### config.mk
export PLATFORM = sky130hd
export DESIGN_NAME = mdio_window_slave
export DESIGN_NICKNAME = d
export VERILOG_FILES = /design/src/rtl/mdio_win_pkg.sv /design/src/rtl/mdio_frame_fsm.sv /design/src/rtl/mdio_ext_bank.sv /design/src/rtl/mdio_regfile.sv /design/src/rtl/mdio_window_slave.sv
export SDC_FILE = /design/constraint.sdc
export NUM_CORES = 1
export LEC_CHECK = 0
export ABC_AREA = 1
export BUFFER_PORTS_ARGS = -buffer_cell sky130_fd_sc_hd__buf_2
export CAP_MARGIN = 25
export CORE_ASPECT_RATIO = 0.6
export CORE_UTILIZATION = 60
export DETAILED_ROUTE_END_ITERATION = 6
export PLACE_DENSITY = 0.77
export RECOVER_POWER = 50
export SETUP_SLACK_MARGIN = 0.1
export SYNTH_ARGS = -nofsm -noshare
export SYNTH_HDL_FRONTEND = slang
export SYNTH_SLANG_ARGS = --single-unit
### constraint.sdc
create_clock -name mdc -period 2.1 [get_ports mdc]
set_input_delay 0 -clock mdc [delete_from_list [all_inputs] [get_ports mdc]]
set_output_delay 0 -clock mdc [all_outputs]
set_load 0.01 [all_outputs]
### src/rtl/mdio_win_pkg.sv
package mdio_win_pkg;

    // Direct register numbers (fixed by the management frame protocol)
    localparam logic [4:0] RA_CTRL  = 5'h00;
    localparam logic [4:0] RA_IMASK = 5'h12;
    localparam logic [4:0] RA_ISTAT = 5'h13;
    localparam logic [4:0] RA_XADDR = 5'h1E;
    localparam logic [4:0] RA_XDATA = 5'h1F;

    // Extended register numbers
    localparam logic [15:0] XA_WAKE_CFG = 16'h4000;
    localparam logic [15:0] XA_INT_CFG  = 16'h4003;
    localparam logic [15:0] XA_WADDR0   = 16'h4004;   // most significant word
    localparam int          WADDR_WORDS = 3;

    // Field positions
    localparam int CTRL_LOOP_BIT  = 14;
    localparam int CTRL_ISO_BIT   = 10;
    localparam int WCFG_EN_BIT    = 2;
    localparam int ICFG_PULSE_BIT = 7;
    localparam int ICFG_WIDTH_LSB = 8;

    // Opcodes
    localparam logic [1:0] OP_RD = 2'b10;
    localparam logic [1:0] OP_WR = 2'b01;

    typedef enum logic [2:0] {
        S_PRE, S_ST, S_HDR, S_WTA, S_WR, S_RTA, S_RD, S_REND
    } fr_state_e;

endpackage

### src/rtl/mdio_frame_fsm.sv
module mdio_frame_fsm
    import mdio_win_pkg::*;
#(
    parameter int DATA_W  = 16,
    parameter int PHY_W   = 5,
    parameter int REG_W   = 5,
    parameter int PRE_LEN = 32
) (
    input  logic              mdc,
    input  logic              rst_n,
    input  logic              mdio_i,
    input  logic [PHY_W-1:0]  phy_addr,
    input  logic [DATA_W-1:0] rd_data,
    output logic [REG_W-1:0]  reg_addr,
    output logic              rd_stb,
    output logic              wr_stb,
    output logic [DATA_W-1:0] wr_data,
    output logic              mdio_o,
    output logic              mdio_oe
);
    localparam int HDR_BITS = 2 + PHY_W + REG_W;
    localparam int ONES_W   = $clog2(PRE_LEN + 1);
    localparam int CNT_W    = $clog2(DATA_W);

    typedef struct packed {
        fr_state_e          st;
        logic [ONES_W-1:0]  ones;
        logic [CNT_W-1:0]   cnt;
        logic [DATA_W-1:0]  sh;
        logic [REG_W-1:0]   ra;
        logic               oe;
        logic               o;
    } fsm_t;

    fsm_t q, d;
    logic [HDR_BITS-1:0] hdr;

    assign hdr = {q.sh[HDR_BITS-2:0], mdio_i};

    always_comb begin
        d      = q;
        rd_stb = 1'b0;
        wr_stb = 1'b0;
        case (q.st)
            S_PRE: begin
                if (mdio_i) begin
                    if (q.ones != ONES_W'(PRE_LEN)) d.ones = q.ones + 1'b1;
                end else begin
                    if (q.ones == ONES_W'(PRE_LEN)) d.st = S_ST;
                    d.ones = '0;
                end
            end
            S_ST: begin
                d.cnt = '0;
                d.st  = mdio_i ? S_HDR : S_PRE;
            end
            S_HDR: begin
                d.sh  = {q.sh[DATA_W-2:0], mdio_i};
                d.cnt = q.cnt + 1'b1;
                if (q.cnt == CNT_W'(HDR_BITS - 1)) begin
                    d.cnt = '0;
                    d.ra  = hdr[REG_W-1:0];
                    if (hdr[REG_W +: PHY_W] != phy_addr)     d.st = S_PRE;
                    else if (hdr[HDR_BITS-1 -: 2] == OP_RD)  d.st = S_RTA;
                    else if (hdr[HDR_BITS-1 -: 2] == OP_WR)  d.st = S_WTA;
                    else                                     d.st = S_PRE;
                end
            end
            S_WTA: begin
                d.cnt = q.cnt + 1'b1;
                if (q.cnt == CNT_W'(1)) begin
                    d.cnt = '0;
                    d.st  = S_WR;
                end
            end
            S_WR: begin
                d.sh  = {q.sh[DATA_W-2:0], mdio_i};
                d.cnt = q.cnt + 1'b1;
                if (q.cnt == CNT_W'(DATA_W - 1)) begin
                    wr_stb = 1'b1;
                    d.st   = S_PRE;
                end
            end
            S_RTA: begin
                rd_stb = 1'b1;
                d.oe   = 1'b1;
                d.o    = 1'b0;
                d.sh   = rd_data;
                d.cnt  = '0;
                d.st   = S_RD;
            end
            S_RD: begin
                d.o   = q.sh[DATA_W-1];
                d.sh  = {q.sh[DATA_W-2:0], 1'b0};
                d.cnt = q.cnt + 1'b1;
                if (q.cnt == CNT_W'(DATA_W - 1)) d.st = S_REND;
            end
            S_REND: begin
                d.oe = 1'b0;
                d.o  = 1'b0;
                d.st = S_PRE;
            end
            default: d.st = S_PRE;
        endcase
    end

    always_ff @(posedge mdc or negedge rst_n) begin
        if (!rst_n) q <= '0;
        else        q <= d;
    end

    assign reg_addr = q.ra;
    assign wr_data  = {q.sh[DATA_W-2:0], mdio_i};
    assign mdio_o   = q.o;
    assign mdio_oe  = q.oe;

    // the driver turns on with the turnaround zero
    p_ta_zero_r2: assert property (@(posedge mdc) disable iff (!rst_n)
        $rose(mdio_oe) |-> !mdio_o);
    // release of MDIO only at the end of a frame
    p_release_end_r2: assert property (@(posedge mdc) disable iff (!rst_n)
        $fell(mdio_oe) |-> (q.st == S_PRE));
    // never drive while receiving write data or a header
    p_no_drive_wr_r4: assert property (@(posedge mdc) disable iff (!rst_n)
        (q.st == S_WR || q.st == S_HDR || q.st == S_WTA) |-> !mdio_oe);

endmodule

### src/rtl/mdio_ext_bank.sv
module mdio_ext_bank
    import mdio_win_pkg::*;
#(
    parameter int DATA_W = 16,
    parameter int XA_W   = 16
) (
    input  logic                          clk,
    input  logic                          rst_n,
    input  logic [XA_W-1:0]               addr,
    input  logic                          wr,
    input  logic [DATA_W-1:0]             wdata,
    output logic [DATA_W-1:0]             rdata,
    output logic                          wake_en,
    output logic                          pulse_mode,
    output logic [1:0]                    pulse_width,
    output logic [WADDR_WORDS*DATA_W-1:0] wake_addr
);
    typedef struct packed {
        logic [WADDR_WORDS-1:0][DATA_W-1:0] wa;
        logic [DATA_W-1:0]                  wcfg;
        logic [DATA_W-1:0]                  icfg;
    } ext_t;

    ext_t q, d;

    always_comb begin
        d     = q;
        rdata = '0;
        if (addr == XA_W'(XA_WAKE_CFG)) begin
            rdata = q.wcfg;
            if (wr) d.wcfg = wdata;
        end
        if (addr == XA_W'(XA_INT_CFG)) begin
            rdata = q.icfg;
            if (wr) d.icfg = wdata;
        end
        for (int i = 0; i < WADDR_WORDS; i++) begin
            if (addr == XA_W'(XA_WADDR0) + XA_W'(i)) begin
                rdata = q.wa[i];
                if (wr) d.wa[i] = wdata;
            end
        end
    end

    always_ff @(posedge clk or negedge rst_n) begin
        if (!rst_n) q <= '0;
        else        q <= d;
    end

    assign wake_en     = q.wcfg[WCFG_EN_BIT];
    assign pulse_mode  = q.icfg[ICFG_PULSE_BIT];
    assign pulse_width = q.icfg[ICFG_WIDTH_LSB +: 2];

    for (genvar g = 0; g < WADDR_WORDS; g++) begin : g_waddr
        assign wake_addr[(WADDR_WORDS-1-g)*DATA_W +: DATA_W] = q.wa[g];
    end

    // a write to an unused extended address leaves the bank untouched
    p_ext_unimpl_r7: assert property (@(posedge clk) disable iff (!rst_n)
        (wr && addr != XA_W'(XA_WAKE_CFG) && addr != XA_W'(XA_INT_CFG) &&
         (addr < XA_W'(XA_WADDR0) || addr >= XA_W'(XA_WADDR0) + XA_W'(WADDR_WORDS)))
        |=> $stable(q));

endmodule

### src/rtl/mdio_regfile.sv
module mdio_regfile
    import mdio_win_pkg::*;
#(
    parameter int DATA_W = 16,
    parameter int REG_W  = 5,
    parameter int XA_W   = 16
) (
    input  logic              clk,
    input  logic              rst_n,
    input  logic [REG_W-1:0]  reg_addr,
    input  logic              rd_stb,
    input  logic              wr_stb,
    input  logic [DATA_W-1:0] wr_data,
    input  logic [DATA_W-1:0] evt,
    input  logic [DATA_W-1:0] x_rdata,
    output logic [DATA_W-1:0] rd_data,
    output logic [XA_W-1:0]   x_addr,
    output logic              x_wr,
    output logic              loopback,
    output logic              isolate,
    output logic              irq_n
);
    typedef struct packed {
        logic [DATA_W-1:0] ctrl;
        logic [DATA_W-1:0] imask;
        logic [DATA_W-1:0] istat;
        logic [XA_W-1:0]   xaddr;
    } rf_t;

    rf_t q, d;

    always_comb begin
        d = q;
        if (rd_stb && reg_addr == REG_W'(RA_ISTAT)) d.istat = '0;
        d.istat = d.istat | evt;
        if (wr_stb) begin
            case (reg_addr)
                REG_W'(RA_CTRL):  d.ctrl  = wr_data;
                REG_W'(RA_IMASK): d.imask = wr_data;
                REG_W'(RA_XADDR): d.xaddr = wr_data[XA_W-1:0];
                default: ;
            endcase
        end
    end

    always_comb begin
        case (reg_addr)
            REG_W'(RA_CTRL):  rd_data = q.ctrl;
            REG_W'(RA_IMASK): rd_data = q.imask;
            REG_W'(RA_ISTAT): rd_data = q.istat;
            REG_W'(RA_XADDR): rd_data = DATA_W'(q.xaddr);
            REG_W'(RA_XDATA): rd_data = x_rdata;
            default:          rd_data = '0;
        endcase
    end

    always_ff @(posedge clk or negedge rst_n) begin
        if (!rst_n) q <= '0;
        else        q <= d;
    end

    assign x_addr   = q.xaddr;
    assign x_wr     = wr_stb && (reg_addr == REG_W'(RA_XDATA));
    assign loopback = q.ctrl[CTRL_LOOP_BIT];
    assign isolate  = q.ctrl[CTRL_ISO_BIT];
    assign irq_n    = ~|(q.istat & q.imask);

    // status bits are sticky unless a read of the status word happens
    p_stat_sticky_r10: assert property (@(posedge clk) disable iff (!rst_n)
        !(rd_stb && reg_addr == REG_W'(RA_ISTAT)) |=> (($past(q.istat) & ~q.istat) == '0));
    // an event always lands in the status word
    p_evt_sets_r10: assert property (@(posedge clk) disable iff (!rst_n)
        (|evt) |=> ((q.istat & $past(evt)) == $past(evt)));
    // a write to an unimplemented direct register changes nothing
    p_unimpl_wr_r7: assert property (@(posedge clk) disable iff (!rst_n)
        (wr_stb && reg_addr != REG_W'(RA_CTRL) && reg_addr != REG_W'(RA_IMASK) &&
         reg_addr != REG_W'(RA_XADDR))
        |=> $stable({q.ctrl, q.imask, q.xaddr}));

endmodule

### src/rtl/mdio_window_slave.sv
module mdio_window_slave
    import mdio_win_pkg::*;
#(
    parameter int PHY_W   = 5,
    parameter int DATA_W  = 16,
    parameter int PRE_LEN = 32
) (
    input  logic                          mdc,
    input  logic                          rst_n,
    input  logic [PHY_W-1:0]              strap_phy_addr,
    input  logic                          mdio_i,
    output logic                          mdio_o,
    output logic                          mdio_oe,
    input  logic [DATA_W-1:0]             irq_evt,
    output logic                          irq_n,
    output logic                          loopback_en,
    output logic                          isolate_en,
    output logic                          wake_en,
    output logic                          wake_pulse_mode,
    output logic [1:0]                    wake_pulse_width,
    output logic [WADDR_WORDS*DATA_W-1:0] wake_addr
);
    localparam int REG_W = 5;
    localparam int XA_W  = 16;

    typedef struct packed {
        logic [PHY_W-1:0] phy;
        logic             latched;
    } strap_t;

    strap_t sq, sd;

    always_comb begin
        sd = sq;
        if (!sq.latched) begin
            sd.phy     = strap_phy_addr;
            sd.latched = 1'b1;
        end
    end

    always_ff @(posedge mdc or negedge rst_n) begin
        if (!rst_n) sq <= '0;
        else        sq <= sd;
    end

    logic [REG_W-1:0]  reg_addr;
    logic              rd_stb, wr_stb;
    logic [DATA_W-1:0] wr_data, rd_data, x_rdata;
    logic [XA_W-1:0]   x_addr;
    logic              x_wr;

    mdio_frame_fsm #(
        .DATA_W(DATA_W), .PHY_W(PHY_W), .REG_W(REG_W), .PRE_LEN(PRE_LEN)
    ) u_fsm (
        .mdc(mdc), .rst_n(rst_n), .mdio_i(mdio_i), .phy_addr(sq.phy),
        .rd_data(rd_data), .reg_addr(reg_addr), .rd_stb(rd_stb),
        .wr_stb(wr_stb), .wr_data(wr_data), .mdio_o(mdio_o), .mdio_oe(mdio_oe)
    );

    mdio_regfile #(
        .DATA_W(DATA_W), .REG_W(REG_W), .XA_W(XA_W)
    ) u_rf (
        .clk(mdc), .rst_n(rst_n), .reg_addr(reg_addr), .rd_stb(rd_stb),
        .wr_stb(wr_stb), .wr_data(wr_data), .evt(irq_evt), .x_rdata(x_rdata),
        .rd_data(rd_data), .x_addr(x_addr), .x_wr(x_wr),
        .loopback(loopback_en), .isolate(isolate_en), .irq_n(irq_n)
    );

    mdio_ext_bank #(
        .DATA_W(DATA_W), .XA_W(XA_W)
    ) u_ext (
        .clk(mdc), .rst_n(rst_n), .addr(x_addr), .wr(x_wr), .wdata(wr_data),
        .rdata(x_rdata), .wake_en(wake_en), .pulse_mode(wake_pulse_mode),
        .pulse_width(wake_pulse_width), .wake_addr(wake_addr)
    );

    // once captured, the PHY address never moves
    p_strap_hold_r5: assert property (@(posedge mdc) disable iff (!rst_n)
        sq.latched |=> (sq.latched && $stable(sq.phy)));

endmodule

Word-level counts from Yosys, hierarchy flattened

Index checks and enable logic that the tools add are counted.

RAM bits: 0
Output and inout bits: 57
Bits in latches: 0
Register bits: 186
Memories kept: 0
Memory bits (read-only): 0
Input port bits: 24

Divide/modulo/power cells: 0
Bitwise operators: 2
Multiplexer cells: 29
Shifts and indexed selects: 0
Equal/unequal tests: 31
$mul: 0
Reductions and logical operators: 25
$add $sub $neg: 2
Order comparisons: 0

Operators with widths:

| operator                                              | count |
|---|---|
| two-way mux 16 bit                                    | 6 |
| equality test 16 x 15 -> 1 bit, second input constant | 5 |
| case mux 16 bit (5 select lines)                      | 1 |
| case mux 16 bit (3 select lines)                      | 1 |
| two-way mux 3 bit                                     | 8 |
| case mux 3 bit (8 select lines)                       | 1 |
| equality test 5 bit, second input constant            | 4 |
| AND reduction 2 bit                                   | 10 |
| bitwise AND 16 bit                                    | 1 |
| OR 16 bit                                             | 1 |
| case mux 4 bit (4 select lines)                       | 1 |
| OR reduction 16 bit                                   | 1 |
| equality test 3 bit, second input constant            | 4 |
| two-way mux 6 bit                                     | 2 |
| inequality test 2 x 1 -> 1 bit, second input constant | 6 |
| equality test 4 bit, second input constant            | 2 |
| two-way mux 4 bit                                     | 2 |
| OR reduction 2 bit                                    | 4 |
| adder 6 x 1 -> 6 bit, second input constant           | 1 |
| equality test 3 x 2 -> 1 bit, second input constant   | 2 |
| equality test 6 bit, second input constant            | 1 |
| inequality test 6 bit, second input constant          | 1 |
| AND reduction 6 bit                                   | 1 |
| logical NOT 5 bit                                     | 1 |
| other kinds (16)                                      | 22 |

Longest topological paths before layout

Gate-level depths: netlist of the first run.

Depth in word-level cells: 8
Mapped depth: 15

Cells and area by module

From an unflattened synthesis of the first run, not the netlist that was laid out.

Cell total of the unflattened synthesis: 1359
Area total of the unflattened synthesis: 10316.1 um2

Modules (own cells, without submodules):

| module            | cells each | seq. area each (um2) | area each (um2) | times used |
|---|---|---|---|---|
| mdio_ext_bank     | 573        | 2001.9               | 4364.2          | 1 |
| mdio_regfile      | 477        | 1601.5               | 3478.3          | 1 |
| mdio_frame_fsm    | 286        | 900.9                | 2259.7          | 1 |
| mdio_window_slave | 23         | 150.1                | 214.0           | 1 |

Worst setup path before layout of the first run

OpenSTA, ideal clock, no wires.

Kind: register to register
Start: reg u_rf.q, in the netlist u_rf.x_addr[11]
End: reg u_ext.q, in the netlist u_ext.wake_addr[11]
Path slack: 0.481 ns
Required time: 1.970 ns
Cell stages (with the launch flop): 9
Data arrival time: 1.489 ns
Cells stage by stage: dfrtp_1 -> nor2_1 -> nand2_1 -> nor2_8 -> buf_2 -> nand4_1 -> clkbuf_1 -> nand2_1 -> o21ai_0

Word-level cells in the longest chain between the ends: 2

Ends and longest elaborated chain:

| element                        | RTL line            | source |
|---|---|---|
| start, declared                | mdio_regfile.sv:30  | `rf_t q, d;` |
| start signal, assigned         | mdio_regfile.sv:58  | `if (!rst_n) q <= '0;` |
| start signal, assigned         | mdio_regfile.sv:59  | `else q <= d;` |
| equality test 16 x 15 -> 1 bit | mdio_ext_bank.sv:38 | `if (addr == XA_W'(XA_WADDR0) + XA_W'(i)) begin` |
| AND reduction 2 bit (no line)  | -                   |  |
| end signal, assigned           | mdio_ext_bank.sv:46 | `if (!rst_n) q <= '0;` |
| end signal, assigned           | mdio_ext_bank.sv:47 | `else q <= d;` |
| end, declared                  | mdio_ext_bank.sv:24 | `ext_t q, d;` |

No other way between the ends.
A chain may end at the register's enable or synchronous reset.

Worst setup path in the final report of the first run

Start: reg u_rf.q, in the netlist u_rf.x_addr[13]
End: reg u_fsm.q[22] in the netlist's numbering

Word-level cells in the longest chain between the ends: 8

Ends and longest elaborated chain:

| element                            | RTL line              | source |
|---|---|---|
| equality test 16 x 15 -> 1 bit     | mdio_ext_bank.sv:29   | `if (addr == XA_W'(XA_WAKE_CFG)) begin` |
| two-way mux 16 bit                 | mdio_ext_bank.sv:29   |  |
| two-way mux 16 bit                 | mdio_ext_bank.sv:33   | `if (addr == XA_W'(XA_INT_CFG)) begin` |
| two-way mux 16 bit (2 in a row)    | mdio_ext_bank.sv:38   |  |
| two-way mux 16 bit *               | mdio_ext_bank.sv:38   |  |
| case mux 16 bit (5 select lines) * | mdio_regfile.sv:47    | `case (reg_addr)` |
| case mux 16 bit (3 select lines) * | mdio_frame_fsm.sv:44  | `case (q.st)` |
| end signal, assigned               | mdio_frame_fsm.sv:108 | `if (!rst_n) q <= '0;` |
| end signal, assigned               | mdio_frame_fsm.sv:109 | `else q <= d;` |
| end, declared                      | mdio_frame_fsm.sv:35  | `fsm_t q, d;` |

Mark *: on every way between the ends. The rest lies on a longest branch, timed or not.

==> flow_summary.yaml, run 1 <==
sta:
  finalSetupViolations: 0
  rsz0062_at_grt: "true"
  fin_hold_ws_ps: 282.0
  fin_tns_setup_ps: 0
  timing.slew.headroom: 0.1418
  hold_viol: 0
  setup_ws_ps: 120.5
  slew_viol_final: 0
  max_freq_mhz: 505.2
  tightestPinTransition_ps: 1287
  finalClockSkew_ps: 15.72
  layout_min_cycle_time_ps: 1980
  min_period_over_period: 0.9426
global_routing:
  grt-ovfl-total: 0
  antenna_found_initial: 0
  grt_max_degree: 60
  gr-usage-all-layers: 0.3524
  grt_pass1_vias: 7736
  grt_pass1_wl_mm: 42.21
placed_design:
  routabilityCongestion: 0.9725
  io_buffers: 80
  dp_cells: 1393
  pre_cts_ws_ps: 92.34
  placed_cell_area_sq_um: 9736
  dp_hpwl_mm: 18.66
finish:
  fin_cells: 1463
  nNetsFinal: 1282
  area_growth_pct: 15.29
  layout_commonest_cell: "nand2_1"
  fillerInstances: 1193
  fin_area_sq_um: 10770
  drive_gt1_frac: 0.1344
  final_cell_mix: "nand2_1 (289), dfrtp_1 (182), inv_1 (122), nor2_1 (100), o21ai_0 (99)"
  num_antenna_cells: 0
pwr:
  leakagePower_uw: 0.005310
  p_clk_frac: 0.457
  pwr-share-seq: 0.516
  p_int_uw: 5306
  switchingPower_uw: 1681
  powerDensity_nw_per_um2: 648.5
  switching_share: 0.2406
  max-vdd-ir-drop_v: 0.0004587
  pwr-share-comb: 0.027
synthesis:
  syn_avg_cell_area_sq_um: 7.960
  synth_cell_types: 41
  synth_edf_count: 0
  synth_area_sq_um: 9345
  yosys_warnings: 0
  synth_seq_cells: 186
  ys_async_sr_fraction: 1.000
  synth_nets: 1204
  netlist_instances: 1174
  ys.flop_type: "dfrtp_1"
  yosysSeqAreaShare: 0.4981
floorplan:
  start_util: 0.6294
  die-area_sq_um: 16090
  io_pins: 81
  die_h_um: 98.67
  die_w_um: 163.1
  coreArea_sq_um: 14850
  fp-row-count: 34
critical_path:
  critPathMaxFanout: 7
  startpoint: "u_rf.x_addr[13]"
  r2r_start: "u_rf.x_addr[13]"
  endpoint_kind: "flop"
  worstPathRequired_ps: 2470
  arrival_ps: 2350
  start_kind: "flop"
  worstSetupPathType: "reg -> reg"
route:
  met1Wirelength_mm: 11.69
  drtIter0Drc: 1079
  ant_nets: 0
  wire_per_inst_um: 18.73
  vias: 8482
  drc_errors: 0
  wl_met2_mm: 11.26
  drtPass1Iterations: 6
  viasPerCell: 5.798
  wl_mm: 27.41
  highest_layer: "met4"
  dr_wl_met3_mm: 3.646
clock_network:
  root_buffer: "clkbuf_16"
  clk_latency_ps: 450
  clk_pin_slew_ps: 70
  numCtsBuffers: 17
  cts_sinks: 186
  tritoncts: "done"
  htreeDepth: 4
  cts_buffer_depth: 2
job:
  timing.max_cap.violations: 0
hold_path:
  hp-class: "in -> reg"
  hp-start: "irq_evt[7]"
run_status:
  status: "complete, no violations"
[power by group through the flow]
| stage | clock network [uW] | registers (uW) | logic, uW |
|---|---|---|---|
| floorplan | 0 | 3670 | 42.6 |
| global placement | 0 | 3670 | 155 |
| detailed placement | 0 | 3680 | 157 |
| CTS | 3190 | 3610 | 189 |
| global route | 3370 | 3610 | 210 |
| finish | 3200 | 3610 | 185 |
[worst paths after layout]
kind / slack (ps) / endpoint / cells past startpoint
max: 120 / u_fsm.q[22] / 12
min: 280 / u_rf.q[23] / 3
max reg2reg: 120 / u_fsm.q[22] / 12
min reg2reg: 480 / u_fsm.q[32] / 1
max in group asynchronous: 480 / u_fsm.wr_data[12] / 3
min in group asynchronous: 370 / u_ext.pulse_width[1] / 2
[cells by family (layout without fill, tap and decap cells)]
| group | after synthesis | count (layout) | synth area share |
|---|---|---|---|
| XOR/XNOR | 3 | 3 | 0.002812 |
| other | 1 | 1 | 0.0004013 |
| AND/OR/NAND/NOR | 483 | 485 | 0.2149 |
| flip-flops | 186 | 186 | 0.4981 |
| multiplexers | 3 | 3 | 0.003615 |
| buffers and inverters | 237 | 326 | 0.1208 |
| AO/OA/AOI/OAI | 255 | 255 | 0.1514 |
| adder cells (fa/ha/maj) | 6 | 6 | 0.008033 |
[flip-flops by register name (all words and copies together) (netlist names)]
| register | flops |
|---|---|
| u_ext.wake_addr | 48 |
| u_rf.q | 46 |
| u_ext.q | 28 |
| u_rf.x_addr | 16 |
| u_fsm.wr_data | 15 |
| u_fsm.q | 14 |
| sq | 6 |
| u_fsm.reg_addr | 5 |
| u_ext.pulse_width | 2 |
| u_ext.pulse_mode | 1 |
| u_ext.wake_en | 1 |
| u_fsm.mdio_o | 1 |
| u_fsm.mdio_oe | 1 |
| u_rf.isolate | 1 |
| u_rf.loopback | 1 |
[layer usage]
| metal | global-route usage | vias up |
|---|---|---|
| met1 | 0.5042 | 3970 |
| met3 | 0.1271 | 77 |
| met2 | 0.4884 | 547 |
| li1 | - | 3888 |
| met4 | 0.1337 | 0 |
| met5 | 0 | - |
[stage by stage]
| step | utilization | total power (uW) |
|---|---|---|
| after floorplan | - | 3714 |
| after global placement | 0.6557 | 3830 |
| after detailed placement | 0.6557 | 3833 |
| after CTS | 0.7110 | 6986 |
| after global routing | 0.7257 | 7192 |
| final | 0.7257 | 6987 |
[worst max-delay path, stage by stage, from the launching register on]
cell	delay [ps]
dfrtp_1	410
nor2_2	130
nand2_2	100
nor2_8	250
buf_4	180
nand3_2	170
nor2_1	150
nor2_1	60
nand2_1	100
nand2_1	100
nand3_1	80
nand2_1	60
a21oi_1	130
[layout make-up]
cell class / count / area [sq um] / area share
flip-flops and latches: 186 / 4659 / 0.4325
clock inverters: 13 / 130.1 / 0.01208
well taps: 198 / 247.7 / 0.02299
inverters: 139 / 525.5 / 0.04877
multi-input cells: 753 / 3679 / 0.3414
clock buffers: 19 / 452.9 / 0.04204
repair buffers: 155 / 1080 / 0.1002
[cells in the mapped netlist, types with 3 or more instances]
cell       instances  share of area
nand4_1           16          0.011
o21bai_1          16          0.013
ha_1               6         0.0080
nor3_1             7         0.0037
a21oi_1           56          0.030
inv_2             11         0.0044
xor2_1             3         0.0028
a211oi_1           5         0.0040
buf_6              3         0.0036
o21ai_0           99          0.053
nand2_1          296           0.12
buf_4             53          0.043
buf_2             14         0.0075
clkinv_1           4         0.0016
nor2_2             5         0.0033
nor2_1           108          0.043
clkbuf_1          28          0.011
nand3_1           37          0.020
o21ai_1           45          0.024
o22ai_1           14         0.0094
a221oi_1          11          0.010
mux2_2             3         0.0036
dfrtp_1          186           0.50
o2111ai_1          4         0.0037
inv_1            124          0.050
[timing repair]
item / CTS / global route
resized for setup: 1 / 41
endpoints found under the hold margin: 179 / 0
hold buffers: 23 / 0
cloned: 0 / 3
buffers inserted: 0 / 12
pin swaps: 0 / 8
endpoints found under the setup margin: 3 / 91
(Power assumes the default switching activity.)
==> run 2, diff against run 1 <==
--- a/config.mk
+++ b/config.mk
@@ -9,9 +9,9 @@
 export BUFFER_PORTS_ARGS = -buffer_cell sky130_fd_sc_hd__buf_2
 export CAP_MARGIN = 25
 export CORE_ASPECT_RATIO = 0.6
-export CORE_UTILIZATION = 60
+export CORE_UTILIZATION = 40
 export DETAILED_ROUTE_END_ITERATION = 6
-export PLACE_DENSITY = 0.77
+export PLACE_DENSITY = 0.54
 export RECOVER_POWER = 50
 export SETUP_SLACK_MARGIN = 0.1
 export SYNTH_ARGS = -nofsm -noshare
==> run 2 against run 1 <==
Sequential power barely moved; clock power is 6% higher; via count fell by 4.1%; non-clock buffer count grew 8; highest routed layer unchanged; global-route usage shrank 9.4 points; first-iteration DRC count is 25% lower; clock skew is 8.1 ps lower; final area rose by 2.0%; final cell count rose by 7.7%; critical path type unchanged; flip-flop and latch count unchanged; the run now ends with capacitance limit, slew limit left.
==> flow_summary.yaml, run 2 (synthesis results as in run 1) <==
run_status:
  status: "finished with violations"
  violations: "capacitance limit, slew limit"
clock_network:
  clk_pin_slew_ps: 70
  htreeDepth: 4
  clk_latency_ps: 440
  root_buffer: "clkbuf_16"
  cts_sinks: 186
  tritoncts: "done"
  cts_buffer_depth: 2
  numCtsBuffers: 17
route:
  drc_errors: 0
  drtIter0Drc: 811
  ant_nets: 0
  wire_per_inst_um: 19.06
  viasPerCell: 5.159
  vias: 8130
  drtPass1Iterations: 6
  wl_mm: 30.05
global_routing:
  grt_max_degree: 57
  antenna_found_initial: 0
  grt-ovfl-total: 0
  grt_pass1_vias: 7329
  gr-usage-all-layers: 0.2585
  grt_pass1_wl_mm: 45.17
floorplan:
  die_h_um: 120.4
  die_w_um: 199.3
  io_pins: 81
  die-area_sq_um: 24000
  start_util: 0.4155
  coreArea_sq_um: 22490
  fp-row-count: 42
critical_path:
  crit_chain: "nor2_1 -> nand2_1 -> nor2_8 -> buf_4 -> nand3_4 -> nor2_1 -> nor2_1 -> nand2_1 -> nand2_1 -> nand2_1 -> nand2_1 -> a21oi_1"
  worstSetupPathType: "reg -> reg"
  worstPathRequired_ps: 2470
  endpoint_kind: "flop"
  rrSetupSlack_ps: 170
  cp_common_cell: "nand2_1"
  arrival_ps: 2290
  path_buf_inv: 1
  r2r_cells: 12
  cp_slowest_cell: "dfrtp_1"
  critical_path.top_delay_family: "simple AND/OR/NAND/NOR gates"
  r2r_start: "u_rf.x_addr[11]"
  max_stage_delay_ps: 420
  worstSetupPathDepth: 12
  r2r-end: "u_fsm.wr_data[6]"
  critPathMaxFanout: 15
  start_kind: "flop"
sta:
  timing.slew.headroom: -0.009476
  max_freq_mhz: 519.4
  setup_ws_ps: 174.8
  finalSetupViolations: 0
  min_period_over_period: 0.9167
  layout_min_cycle_time_ps: 1925
  finalClockSkew_ps: 7.634
  slew_viol_final: 54
  tightestPinTransition_ps: 1514
  rsz0062_at_grt: "true"
  hold_viol: 0
  fin_tns_setup_ps: 0
finish:
  fillerInstances: 2261
  final_cell_mix: "nand2_1 (286), dfrtp_1 (184), inv_1 (119), nor2_1 (103), o21ai_0 (99)"
  nNetsFinal: 1288
  fin_area_sq_um: 10980
  drive_gt1_frac: 0.1412
  area_growth_pct: 17.54
  largest_reg_flops: 48
  final_core_util: 0.4884
  num_antenna_cells: 0
  layout_commonest_cell: "nand2_1"
pwr:
  p_int_uw: 5650
  pwr-share-seq: 0.502
  pwr-share-comb: 0.027
  leakagePower_uw: 0.005426
  powerDensity_nw_per_um2: 654.5
  max-vdd-ir-drop_v: 0.0004625
  p_clk_frac: 0.472
  switching_share: 0.2140
  power_uw: 7189
  switchingPower_uw: 1539
hold_path:
  hp-start: "irq_evt[14]"
  hold_end: "u_rf.q[30]"
  whs_path_depth: 3
  hp-class: "in -> reg"
job:
  timing.max_cap.violations: 1
placed_design:
  pre_cts_ws_ps: 76.85
  placed_cell_area_sq_um: 9943
  io_buffers: 80
  dp_hpwl_mm: 21.39
  routabilityCongestion: 0.9184
==> run 2: power by group through the flow <==
| stage | clock (uW) | combinational, uW | sequential [uW] |
|---|---|---|---|
| after floorplan | 0 | 42.6 | 3670 |
| after global placement | 0 | 165 | 3680 |
| after detailed placement | 0 | 166 | 3680 |
| after CTS | 3450 | 198 | 3610 |
| after global routing | 3590 | 218 | 3610 |
| final | 3390 | 191 | 3610 |
==> run 2: worst max path at each step <==
stage,from,endpoint
after global placement,u_fsm.reg_addr[4],u_fsm.wr_data[14]
after detailed placement,u_rf.x_addr[11],u_fsm.wr_data[7]
after floorplan,u_rf.x_addr[11],u_ext.wake_addr[11]
after CTS,u_rf.x_addr[11],u_fsm.wr_data[9]
final,u_rf.x_addr[11],u_fsm.wr_data[6]
after global routing,u_rf.x_addr[4],u_fsm.wr_data[11]
==> run 2: layout make-up <==
type / count / area [sq um] / area share
Multi-Input combinational cell: 751 / 3664 / 0.3335
Clock buffer: 21 / 480.5 / 0.04374
Tap cell: 308 / 385.4 / 0.03508
Timing Repair Buffer: 163 / 1150 / 0.1047
Clock inverter: 8 / 118.9 / 0.01082
Sequential cell: 186 / 4657 / 0.4240
Inverter: 139 / 529.3 / 0.04818
==> run 2: per-stage QoR <==
stage / hold slack (ps) / std cells
CTS: 112.7 / 1564
floorplan: -295.6 / 1174
detailed placement: 15.30 / 1512
global route: 274.7 / 1576
finish: 286.4 / 1576
global placement: 13.41 / 1512
==> run 2: per-layer routing <==
layer	share of wire	vias to the layer above	track usage	wire length, um
li1	-	3884	-	-
met1	0.50	3914	0.4113	15140
met3	0.085	25	0.05997	2545
met2	0.40	307	0.3458	12010
met4	0.012	0	0.05916	346
met5	0	-	0	0
==> run 2: what timing repair did <==
| item | 4_1_cts | 5_1_grt |
|---|---|---|
| resized for setup | 2 | 43 |
| gates cloned | 0 | 2 |
| endpoints found under the hold margin | 181 | 0 |
| endpoints found under the setup margin | 5 | 94 |
| hold buffers | 23 | 0 |
| setup buffers | 0 | 10 |
| pin swaps | 0 | 9 |
==> run 2: worst min-delay path, delay by kind of cell <==
| family | cells | cell delay (ps) |
|---|---|---|
| buffers and inverters | 2 | 600 |
| AOI/OAI and AO/OA | 1 | 90 |
